--- src/rtl/wpg_pkg.sv ---
`timescale 1ns/1ps
package wpg_pkg;
  typedef enum logic [1:0] {
    BP_NONE    = 2'b00,
    BP_QUARTER = 2'b01,
    BP_HALF    = 2'b10,
    BP_ALL     = 2'b11
  } bp_e;

  localparam int BP_W       = 2;
  localparam int STAT_WEL   = 1;
  localparam int STAT_BP_LO = 2;
endpackage

--- src/rtl/wpg_rst_sync.sv ---
`timescale 1ns/1ps
module wpg_rst_sync #(
  parameter int STAGES = 2
) (
  input  logic clk,
  input  logic rst_n,
  output logic rst_n_sync
);
  logic [STAGES-1:0] sync_q;

  always_ff @(posedge clk or negedge rst_n) begin
    if (!rst_n) sync_q <= '0;
    else        sync_q <= {sync_q[STAGES-2:0], 1'b1};
  end

  assign rst_n_sync = sync_q[STAGES-1];
endmodule

--- src/rtl/wpg_wel.sv ---
`timescale 1ns/1ps
module wpg_wel (
  input  logic clk,
  input  logic rst_n,
  input  logic set_i,
  input  logic clr_i,
  input  logic commit_i,
  output logic wel_q
);
  logic wel_d;
  logic wel_en;

  // Clear (explicit or by commit) outranks set.
  always_comb begin
    wel_en = set_i | clr_i | commit_i;
    wel_d  = set_i & ~clr_i & ~commit_i;
  end

  always_ff @(posedge clk or negedge rst_n) begin
    if (!rst_n)      wel_q <= 1'b0;
    else if (wel_en) wel_q <= wel_d;
  end
endmodule

--- src/rtl/wpg_bp_reg.sv ---
`timescale 1ns/1ps
module wpg_bp_reg
  import wpg_pkg::*;
#(
  parameter logic [BP_W-1:0] RST_BP = BP_NONE
) (
  input  logic            clk,
  input  logic            rst_n,
  input  logic            load_i,
  input  logic [BP_W-1:0] bp_i,
  output logic [BP_W-1:0] bp_q
);
  logic [BP_W-1:0] bp_d;

  always_comb bp_d = bp_i;

  always_ff @(posedge clk or negedge rst_n) begin
    if (!rst_n)      bp_q <= RST_BP;
    else if (load_i) bp_q <= bp_d;
  end
endmodule

--- src/rtl/wpg_region.sv ---
`timescale 1ns/1ps
module wpg_region
  import wpg_pkg::*;
#(
  parameter int ADDR_W = 14
) (
  input  logic [BP_W-1:0]   bp_i,
  input  logic [ADDR_W-1:0] addr_i,
  output logic              hit_o
);
  localparam logic [ADDR_W-1:0] HALF_BASE = {1'b1, {(ADDR_W-1){1'b0}}};
  localparam logic [ADDR_W-1:0] QTR_BASE  = {2'b11, {(ADDR_W-2){1'b0}}};

  always_comb begin
    unique case (bp_e'(bp_i))
      BP_NONE:    hit_o = 1'b0;
      BP_QUARTER: hit_o = (addr_i >= QTR_BASE);
      BP_HALF:    hit_o = (addr_i >= HALF_BASE);
      default:    hit_o = 1'b1;
    endcase
  end
endmodule

--- src/rtl/wprot_guard.sv ---
`timescale 1ns/1ps
module wprot_guard
  import wpg_pkg::*;
#(
  parameter int              ADDR_W      = 14,
  parameter int              STAT_W      = 8,
  parameter int              SYNC_STAGES = 2,
  parameter logic [BP_W-1:0] RST_BP      = BP_NONE
) (
  input  logic              clk,
  input  logic              rst_n,
  input  logic              wel_set_i,
  input  logic              wel_clr_i,
  input  logic              sr_wr_i,
  input  logic [BP_W-1:0]   sr_bp_i,
  input  logic              arr_wr_i,
  input  logic [ADDR_W-1:0] addr_i,
  input  logic              wp_n_i,
  output logic              arr_allow_o,
  output logic              sr_allow_o,
  output logic              wel_o,
  output logic [BP_W-1:0]   bp_o,
  output logic [STAT_W-1:0] status_o
);
  logic            rst_n_int;
  logic            wel_q;
  logic [BP_W-1:0] bp_q;
  logic            region_hit;
  logic            commit;

  wpg_rst_sync #(.STAGES(SYNC_STAGES)) u_rst (
    .clk        (clk),
    .rst_n      (rst_n),
    .rst_n_sync (rst_n_int)
  );

  wpg_region #(.ADDR_W(ADDR_W)) u_region (
    .bp_i   (bp_q),
    .addr_i (addr_i),
    .hit_o  (region_hit)
  );

  always_comb begin
    commit      = arr_wr_i | sr_wr_i;
    arr_allow_o = arr_wr_i & wel_q & ~region_hit;
    sr_allow_o  = sr_wr_i & wel_q & wp_n_i;
  end

  wpg_wel u_wel (
    .clk      (clk),
    .rst_n    (rst_n_int),
    .set_i    (wel_set_i),
    .clr_i    (wel_clr_i),
    .commit_i (commit),
    .wel_q    (wel_q)
  );

  wpg_bp_reg #(.RST_BP(RST_BP)) u_bp (
    .clk    (clk),
    .rst_n  (rst_n_int),
    .load_i (sr_allow_o),
    .bp_i   (sr_bp_i),
    .bp_q   (bp_q)
  );

  assign wel_o = wel_q;
  assign bp_o  = bp_q;

  for (genvar i = 0; i < STAT_W; i++) begin : g_stat
    if (i == STAT_WEL) begin : g_wel
      assign status_o[i] = wel_q;
    end else if (i >= STAT_BP_LO && i < STAT_BP_LO + BP_W) begin : g_bp
      assign status_o[i] = bp_q[i-STAT_BP_LO];
    end else begin : g_zero
      assign status_o[i] = 1'b0;
    end
  end
endmodule

--- config.mk ---
export PLATFORM = sky130hd
export DESIGN_NAME = wprot_guard
export DESIGN_NICKNAME = d
export VERILOG_FILES = /design/src/rtl/wpg_pkg.sv /design/src/rtl/wpg_rst_sync.sv /design/src/rtl/wpg_wel.sv /design/src/rtl/wpg_bp_reg.sv /design/src/rtl/wpg_region.sv /design/src/rtl/wprot_guard.sv
export SDC_FILE = /design/constraint.sdc
export NUM_CORES = 1
export LEC_CHECK = 0
export BUFFER_PORTS_ARGS = -buffer_cell sky130_fd_sc_hd__buf_2
export CELL_PAD_IN_SITES_DETAIL_PLACEMENT = 1
export CELL_PAD_IN_SITES_GLOBAL_PLACEMENT = 1
export CORE_MARGIN = 5
export CORE_UTILIZATION = 18
export CTS_CLUSTER_DIAMETER = 100
export CTS_CLUSTER_SIZE = 40
export DETAILED_ROUTE_END_ITERATION = 6
export PLACE_DENSITY_LB_ADDON = 0.1
export SLEW_MARGIN = 20
export SYNTH_ARGS = -nofsm -noshare
export SYNTH_HDL_FRONTEND = slang
export SYNTH_SLANG_ARGS = --single-unit
--- constraint.sdc ---
create_clock -name clk -period 1.1 [get_ports clk]
set_clock_uncertainty 0.05 [all_clocks]
set_input_delay 0.165 -clock clk [delete_from_list [all_inputs] [get_ports clk]]
set_output_delay 0.165 -clock clk [all_outputs]
set_load 0.1 [all_outputs]
# [Yosys cells after proc, flatten, opt, wreduce, memory -nomap -nowiden]
# Cells that the tools add are included.
[word_totals] memories=0 romBits=0 ramBits=0 latchBits=0 in_bits=23 reg_bits=5 elab_cells=21 out_inout_bits=13
[classes] bitwise_logic=12 n_addsub=0 n_mul=0 order_cmp=2 div=0 muxes=1 n_reduce_logical=1 n_eq_ne=2 shifts=0
[op_table] op="$ge A14 B14 Y1 const B" count=2
[op_table] op="$and A1 B1 Y1" count=6
[op_table] op="$not A1 Y1" count=3
[op_table] op="$or A1 B1 Y1" count=3
[op_table] op="$pmux W1 S3" count=1
[op_table] op="$eq A2 B1 Y1 const B" count=1
[op_table] op="$eq A2 B2 Y1 const B" count=1
[op_table] op="$logic_not A2 Y1" count=1

# [Longest topological paths before layout]
[depth] depth_word=4 depth_mapped=2 mapped_depth_nobuf=2

# [Hierarchy]
# A second synthesis with hierarchy kept.
[unflattened] hier_cells=25 hier_area_um2=265.3
[modules_own_cells] module="wprot_guard" seq_area_each_um2=0.0 cells_per_inst=12 area_each_um2=86.3 instances=1
[modules_own_cells] module="wpg_bp_reg" seq_area_each_um2=50.0 cells_per_inst=4 area_each_um2=72.6 instances=1
[modules_own_cells] module="wpg_rst_sync" seq_area_each_um2=50.0 cells_per_inst=3 area_each_um2=53.8 instances=1
[modules_own_cells] module="wpg_wel" seq_area_each_um2=25.0 cells_per_inst=3 area_each_um2=38.8 instances=1
[modules_own_cells] module="wpg_region" seq_area_each_um2=0.0 cells_per_inst=3 area_each_um2=13.8 instances=1

# [Least setup slack after synthesis]
# Ideal clock, no wire load.
[synth_path] kind="flip-flop to output port" start="register u_bp.bp_q[1]" end="output arr_allow_o" setup_slack_ns=-2.488 arrival_time_ns=3.373 n_path_buf=0 path_stages_with_launch=3 required_time_ns=0.885 cell_sequence="dfrtp_1 a21o_1 a221oi_1"
[synth_via] elab_chain_cells=4 elab_cells_between_ends=6 classes_between="2 x eq/ne; 1 x mux; 2 x bitwise; 1 x reduce/logical"
[synth_rtl] item="start: declaration" line_no="wpg_bp_reg.sv:11" rtl="output logic [BP_W-1:0] bp_q"
[synth_rtl] item="start signal: assignment" line_no="wpg_bp_reg.sv:19" rtl="else if (load_i) bp_q <= bp_d;"
[synth_rtl] item="$eq A2 B2 Y1 (tied with other cells)" line_no="wpg_region.sv:15" rtl="unique case (bp_e'(bp_i))"
[synth_rtl] item="$pmux W1 S3 *" line_no="wpg_region.sv:15"
[synth_rtl] item="$not A1 Y1 *" line_no="wprot_guard.sv:45" rtl="arr_allow_o = arr_wr_i & wel_q & ~region_hit;"
[synth_rtl] item="$and A1 B1 Y1 *" line_no="wprot_guard.sv:45"
[synth_rtl] item="end: declaration" line_no="wprot_guard.sv:19" rtl="output logic arr_allow_o,"
# Mark *: on every way between the ends. The rest lies on a longest branch, timed or not.

# [Worst setup path after layout]
# Same ends and word-level chain as after synthesis.

==> flow_summary_export.csv <==
group,metric,value,unit
sta,tns,-2100,ps
setup_path,crit_slowest_cell,"dfrtp_4",
finish,layout_commonest_cell,"buf_2",
setup_path,critical_path.top_delay_family,"flip-flops",
floorplanning,io_pins,36,
power_and_ir_drop,p_leak,0.000278,µW
clocking,cts_buffer_depth,2,
grt,grt_max_degree,4,
drt,ant_nets,0,
placed_design,routabilityCongestion,0.670,
placed_design,portBuffers,18,
drt,dr.pass1.iters,1,
sta,hold_violations,0,
setup_path,critPathMaxFanout,2,
drt,drt_iter0_markers,0,
clocking,clk_pin_slew,40,ps
sta,final-setup-viol-count,10,
min_path,hp-class,"input pin to flop",
setup_path,path_cells,"a21o_1 > a221oi_4 > buf_12",
floorplanning,fp.dieH,48.3,µm
logic_synthesis,yosysSeqAreaShare,47.4,%
clocking,htreeDepth,1,
logic_synthesis,synth_cell_types,10,
floorplanning,rows,13,
placed_design,place_inst,57,
setup_path,cp.arrival,1370,ps
setup_path,cpPeakStageDelay,470,ps
grt,gr-usage-all-layers,7.14,%
setup_path,path_buf_inv,1,
drt,viasPerCell,3.67,
logic_synthesis,synth.avg_cell_area,11.5,µm²
logic_synthesis,syn-cell-area,264,µm²
setup_path,cp.depth,3,
floorplanning,fp.dieW,48.3,µm
grt,grt_first_pass_wirelength,1060,µm
finish,final_area,587,µm²
grt,grt.busiest_layer,"met2",
drt,drt-total-wl,710,µm
logic_synthesis,synth-seq-cells,5,
clocking,numCtsBuffers,3,
grt,met2_usage,13.0,%
setup_path,cp-endpoint,"arr_allow_o",
status,status,"finished, violations left",
clocking,cts_tree,"done",
finish,drive_above_1_share,69.4,%
placed_design,dpl_cell_area,514,µm²
logic_synthesis,synth_area_leaders,"dfrtp_1, buf_4, mux2_4, and3_4, a221oi_1",
sta,slew_violations,0,
status,violations,"setup timing",
setup_path,worstSetupStartpoint,"u_bp.bp_q[1]",
sta,setup_ws,-480,ps
logic_synthesis,yosysTopAreaCellShare,47.4,%
clocking,cts-root-buf,"clkbuf_4",
drt,remaining_drc_errors,0,
logic_synthesis,yosysWarningCount,0,
drt,post_drt_wl_per_cell,11.1,µm
setup_path,r2r_start,"u_wel.wel_q",
grt,gr-usage-met1,6.01,%
finish,register_area,136,µm²
setup_path,startpoint_type,"flop",
setup_path,reg2regPathDepth,3,
grt,met3_usage,2.21,%
sta,layout_min_cycle_time,1580,ps
floorplanning,start_util,19.6,%
power_and_ir_drop,power_density,1830,mW/mm²
sta,rsz0062_at_grt,"yes",
grt,antenna_found_initial,0,
drt,route.vias.total,235,
finish,final_cell_mix,"buf_2, buf_12, conb_1",
floorplanning,die-area,0.00233,mm²
run,cap_violations,0,
sta,fmax,633,MHz
logic_synthesis,synth_top_area_cell,"dfrtp_1",
setup_path,critPathKind,"flop to output pin",
setup_path,rrSetupSlack,-130,ps
floorplanning,coreArea,0.00135,mm²
clocking,clkLatencyLatePin,240,ps
finish,area_growth,122,%
finish,fillCellCount,148,
finish,fin_nets,73,
finish,multiInputGateArea,111,µm²
finish,n_antenna_cell,0,
setup_path,r2r_end,"u_bp.bp_q[1]",
clocking,cts_sinks,5,
placed_design,dp_slack,-263,ps
finish,layout.cells.non_filler,64,
setup_path,worstSetupEndpointType,"output pin",
grt,grt-ovfl-total,0,
sta,post-route-period-util,144,%
power_and_ir_drop,ir_drop,0.722,mV
grt,grt_pass1_vias,273,
logic_synthesis,syn_inst,23,
setup_path,required,880,ps
==> state kept, by name, summed over array words and instances (netlist names) <==
register,count
u_bp.bp_q,2
u_rst.sync_q,2
u_wel.wel_q,1
==> per-stage QoR <==
stage | power [µW] | hold slack [ps] | utilization, %
2_1_floorplan | 648 | -181 | -
3_3_place_gp | 841 | -101 | 38.1
3_5_place_dp | 846 | -96.7 | 38.1
4_1_cts | 1090 | 22.8 | 43.5
5_1_grt | 1120 | 29.5 | 43.5
6_report | 1070 | 30.5 | 43.5
==> worst min path at each step <==
stage          slack (ps)      start              end  cells after the start
2_1_floorplan        -180      rst_n  u_rst.sync_q[0]                      0
3_3_place_gp         -100      rst_n  u_rst.sync_q[0]                      1
3_5_place_dp         -100      rst_n  u_rst.sync_q[0]                      1
4_1_cts                20  wel_clr_i      u_wel.wel_q                      2
5_1_grt                30  wel_clr_i      u_wel.wel_q                      2
6_report               30  wel_clr_i      u_wel.wel_q                      2
==> metal layers <==
layer / vias to the layer above / part of all wire [%]
met1: 111 / 28
li1: 113 / -
met2: 11 / 61
met4: 0 / 0
met5: - / 0
met3: 0 / 11
==> final cells by class <==
cell class / instances / share of cell area [%]
Sequential cell: 5 / 23.2
Tap cell: 15 / 3.20
Clock buffer: 4 / 4.48
Timing Repair Buffer: 26 / 50.1
Multi-Input combinational cell: 14 / 19.0
==> power breakdown <==
part / total (µW) / internal [µW] / switching (µW)
sequential: 225 / 215 / 10.4
combinational: 641 / 228 / 413
clock: 207 / 137 / 70.2
==> timing repair <==
action                                 CTS  global route
pin swaps                                2             0
gates resized for setup                  5             0
setup endpoints to repair               10            10
endpoints found under the hold margin    5             0
setup buffers                            1             0
hold buffers                             2             0
==> cell families (layout without fill, tap and decap cells) <==
group                  after synthesis  count (layout)  share of synthesized area (%)
buffers and inverters                8              30                           22.7
muxes                                2               2                           11.4
other                                2               6                           2.84
AOI/OAI and AO/OA                    2               2                           6.16
DFF                                  5               5                           47.4
and+or+nand+nor                      4               4                           9.48
==> worst reg2reg max path: stages (launching register included) <==
cell     delay, ps
dfrtp_4        480
and3_4         170
buf_6          120
mux2_4         290
==> cells in the mapped netlist (all sizes together) <==
cell type  count
conb           2
nor2           1
nand2          1
mux2           2
buf            8
nor4           1
dfrtp          5
a221oi         1
and3           1
a21o           1
(Power assumes the default switching activity.)
